===== config.mk =====
export PLATFORM = sky130hd
export DESIGN_NAME = next_pc_unit
export DESIGN_NICKNAME = d
export VERILOG_FILES = /design/src/rtl/next_pc_unit.sv
export SDC_FILE = /design/constraint.sdc
export NUM_CORES = 1
export LEC_CHECK = 0
export ABC_AREA = 0
export BUFFER_PORTS_ARGS = -buffer_cell sky130_fd_sc_hd__buf_4
export CORE_ASPECT_RATIO = 1.1
export CORE_UTILIZATION = 35
export DETAILED_ROUTE_END_ITERATION = 8
export PLACE_DENSITY = 0.68
export RECOVER_POWER = 50
export SYNTH_ARGS = -nofsm -noshare
export SYNTH_HDL_FRONTEND = slang
export SYNTH_SLANG_ARGS = --single-unit

===== constraint.sdc =====
create_clock -name vclk -period 5.42
set_input_delay 0.542 -clock vclk [all_inputs]
set_output_delay 0.542 -clock vclk [all_outputs]
set_load 0.1 [all_outputs]

===== src/rtl/next_pc_unit.sv =====
module next_pc_unit #(
  parameter int W = 32,
  parameter int RA_REG = 31
) (
  input  logic [W-1:0] pc,
  input  logic [3:0]   kind,
  input  logic [W-1:0] opa,
  input  logic [W-1:0] opb,
  input  logic [15:0]  imm16,
  input  logic [25:0]  tgt26,
  input  logic [4:0]   rd_idx,
  output logic [W-1:0] next_pc,
  output logic         taken,
  output logic         link_we,
  output logic [4:0]   link_rd,
  output logic [W-1:0] link_val
);
  localparam logic [3:0] K_SEQ = 4'd0, K_BEQ = 4'd1, K_BNE = 4'd2, K_BGTZ = 4'd3,
                         K_BGEZ = 4'd4, K_BLTZ = 4'd5, K_BLEZ = 4'd6, K_J = 4'd7,
                         K_JAL = 4'd8, K_JR = 4'd9, K_JALR = 4'd10;
  localparam int OFS_PAD = W - 18;

  logic [W-1:0] seq, br_tgt, j_tgt;
  logic eq, zr, ng, cond, is_br;

  assign seq    = pc + W'(4);
  assign br_tgt = seq + {{OFS_PAD{imm16[15]}}, imm16, 2'b00};
  assign j_tgt  = {seq[W-1:W-4], tgt26, 2'b00};
  assign eq     = (opa == opb);
  assign zr     = (opa == '0);
  assign ng     = opa[W-1];
  assign link_val = seq;

  always_comb begin
    cond  = 1'b0;
    is_br = 1'b1;
    case (kind)
      K_BEQ:   cond = eq;
      K_BNE:   cond = !eq;
      K_BGTZ:  cond = !ng && !zr;
      K_BGEZ:  cond = !ng;
      K_BLTZ:  cond = ng;
      K_BLEZ:  cond = ng || zr;
      default: is_br = 1'b0;
    endcase
  end

  always_comb begin
    next_pc = seq;
    taken   = 1'b0;
    link_we = 1'b0;
    link_rd = '0;
    if (is_br && cond) begin
      next_pc = br_tgt;
      taken   = 1'b1;
    end
    case (kind)
      K_J:    begin next_pc = j_tgt; taken = 1'b1; end
      K_JAL:  begin next_pc = j_tgt; taken = 1'b1; link_we = 1'b1; link_rd = 5'(RA_REG); end
      K_JR:   begin next_pc = opa;   taken = 1'b1; end
      K_JALR: begin next_pc = opa;   taken = 1'b1; link_we = 1'b1; link_rd = rd_idx; end
      default: ;
    endcase
  end

  always_comb begin

    link_only_chk: assert (!link_we || kind == K_JAL || kind == K_JALR);

    seq_path_chk: assert (taken || next_pc == link_val);

    ra_dest_chk: assert (!(kind == K_JAL) || (link_we && link_rd == 5'(RA_REG)));

    br_only_cond_chk: assert (!(is_br && !cond) || (!taken && next_pc == seq));

    jump_taken_chk: assert (!(kind >= K_J && kind <= K_JALR) || taken);

    idle_chk: assert (!(kind == K_SEQ) || (!taken && !link_we && link_rd == '0));
  end
endmodule


==> impl_metrics.yaml <==
status:
  status: "completed"
drt:
  wl_per_cell_um: 17.8
  drt_pass1_iterations: 4
  wl_um: 14700
  routed_via_density: 5.65
  dr.first_iter.drc_count: 172
  vias: 4653
  drc_errors: 0
  ant_nets: 0
floorplanning:
  io_pins: 218
  start_util_pct: 36.2
  rows: 37
  die_y_um: 105
  die_w_um: 96.0
  dieArea_um2: 10100
  core_um2: 9400
layout:
  fin_cells: 824
  nets: 894
  seq_cells: 0
  syn2layout_area_growth_pct: 63.5
  drive_gt1_share_pct: 37.9
  clkbuf_count: 0
  insertedDiodeCount: 0
  register_area_um2: 0
timing:
  hold_viol: 0
  fmax_ghz: 0.195
  worst_pin_slew_ns: 1.19
  max_slew_margin_pct: 21.1
  setup_viol: 0
  whs_ns: 1.53
  fin_crit_sh_pct: 94.4
  setup_tns_ns: 0
  rsz0062_at_grt: "no"
  slew_viol_final: 0
  period_needed_ns: 5.12
synth:
  netlist_area_um2: 3400
  synth_seq_area_share_pct: 0
  synth_top_area_share_pct: 16.2
  synth_nets: 683
  ys_types: 65
  synth.area.top_cells: "xnor2_1 (16%), ha_1 (14%), o21ai_0 (5.7%)"
  yosys_warnings: 0
  synthCells: 498
  syn_area_per_cell_um2: 6.82
  synth.largest_area_cell: "xnor2_1"
grt:
  grt_pass1_vias: 4547
  grt_pass1_wl_um: 22300
  grt_max_degree: 34
  antenna_found_initial: 0
  track_usage_pct: 27.8
  grt_overflow: 0
placement:
  dp_hpwl_um: 12600
  dp.cells: 824
  finalWeightedCongestion: 0.908
  io_buffers: 218
power_and_ir_drop:
  p_leak_nw: 2.53
  design_power_total_mw: 0.986
  ir_drop_uv: 116
  power.density_nw_per_um2: 177
worst_setup_path:
  required_ns: 4.88
  crit_slowest_cell: "or4_1"
  worstPathArrival_ns: 4.58
  startpoint_type: "input port"
  crit_chain: "buf_4 > ha_1 > nand2_1 > nor3_2 > nand4_1 > xnor2_4 > ha_1 > a211oi_1 > o21bai_1 > or4_1 > o221ai_2 > a21oi_1 > or2_2 > a311oi_1 > o311ai_1 > o21a_4 > buf_4"
  crit_type: "in -> out"
  cpPeakStageDelay_ns: 0.58
  cp-end-kind: "output port"
  critPathMaxFanout: 4
clocking:
  cts_setup_buffers: 0
job:
  maxCapViolCount: 0
hold_path:
  hold_class: "in -> out"
[per-stage QoR]
step | utilization [%] | area, um2 | setup slack, ns
3_5_place_dp | 60.3 | 5660 | 0.187
6_report | 59.1 | 5560 | 0.303
5_1_grt | 59.1 | 5560 | 0.0776
2_1_floorplan | - | 3880 | -0.338
3_3_place_gp | 60.3 | 5660 | 0.286
4_1_cts | 60.3 | 5660 | 0.182
[cells in the mapped netlist, types with 14 or more instances]
| cell | n |
|---|---|
| o21ai_0 | 39 |
| xor2_1 | 21 |
| xnor2_1 | 63 |
| nand4_1 | 17 |
| nand2_1 | 35 |
| a22oi_1 | 25 |
| nor2_1 | 39 |
| a21oi_1 | 37 |
| a21o_1 | 16 |
| ha_1 | 37 |
| clkbuf_1 | 14 |
| inv_1 | 21 |
[kinds of logic (layout without fill, tap and decap cells)]
group | after synthesis | in the layout | synth area share, %
compound gates | 162 | 162 | 30.7
xor+xnor | 84 | 84 | 21.6
fa+ha+maj | 38 | 38 | 14.2
buf+inv | 39 | 248 | 4.60
simple gates | 163 | 163 | 25.3
mux | 12 | 12 | 3.57
[worst max-delay path, delay by kind of cell]
family | cells | cell delay (ns)
and+or+nand+nor | 5 | 1.53
AOI/OAI and AO/OA | 7 | 1.38
adders and majority gates | 2 | 0.55
buffers and inverters | 2 | 0.34
xor gates and xnor gates | 1 | 0.21
[power breakdown]
part / switching (mW) / internal [mW] / total, mW
sequential: 0 / 0 / 0
clock: 0 / 0 / 0
combinational: 0.692 / 0.294 / 0.986
[path summary, 6_finish.rpt]
path / from / end / slack (ns) / cells past startpoint
min: pc[27] / link_val[27] / 1.53 / 3
max: pc[2] / next_pc[29] / 0.30 / 17
[placed cells by master, fill, tap and decap left out, types with 8 or more instances in the layout]
| cell | synthesis | layout |
|---|---|---|
| mux2i_1 | 11 | 11 |
| nand3_1 | 13 | 13 |
| xnor2_4 | 0 | 8 |
| o21ai_2 | 0 | 13 |
| nand2_1 | 35 | 34 |
| xor2_1 | 21 | 12 |
| buf_4 | 2 | 192 |
| xnor2_1 | 63 | 45 |
| nor2_1 | 39 | 36 |
| clkbuf_1 | 14 | 35 |
| nand4_1 | 17 | 17 |
| a22oi_1 | 25 | 25 |
| a21oi_1 | 37 | 36 |
| ha_1 | 37 | 35 |
| nor4_1 | 10 | 10 |
| a21o_1 | 16 | 16 |
| inv_1 | 21 | 19 |
| o21ai_0 | 39 | 18 |
| xnor2_2 | 0 | 10 |
[area by class of cell]
class,instances,area (um2)
Timing Repair Buffer,227,1570
Multi-Input combinational cell,459,3760
Fill cell,944,3840
Tap cell,117,146
Inverter,21,78.8
[metal layers]
| layer | global-route usage [%] | up-vias | wire length [um] |
|---|---|---|---|
| li1 | - | 2275 | - |
| met4 | 4.90 | 0 | 310 |
| met5 | 0 | - | 0 |
| met3 | 2.60 | 25 | 836 |
| met2 | 51.0 | 180 | 7230 |
| met1 | 34.7 | 2173 | 6320 |
[what timing repair did]
action                                  4_1_cts  5_1_grt
hold buffers                                  0        0
resized for setup                             0        5
endpoints found under the setup margin        0        3
Note: power is estimated with default switching activity, not from simulation.
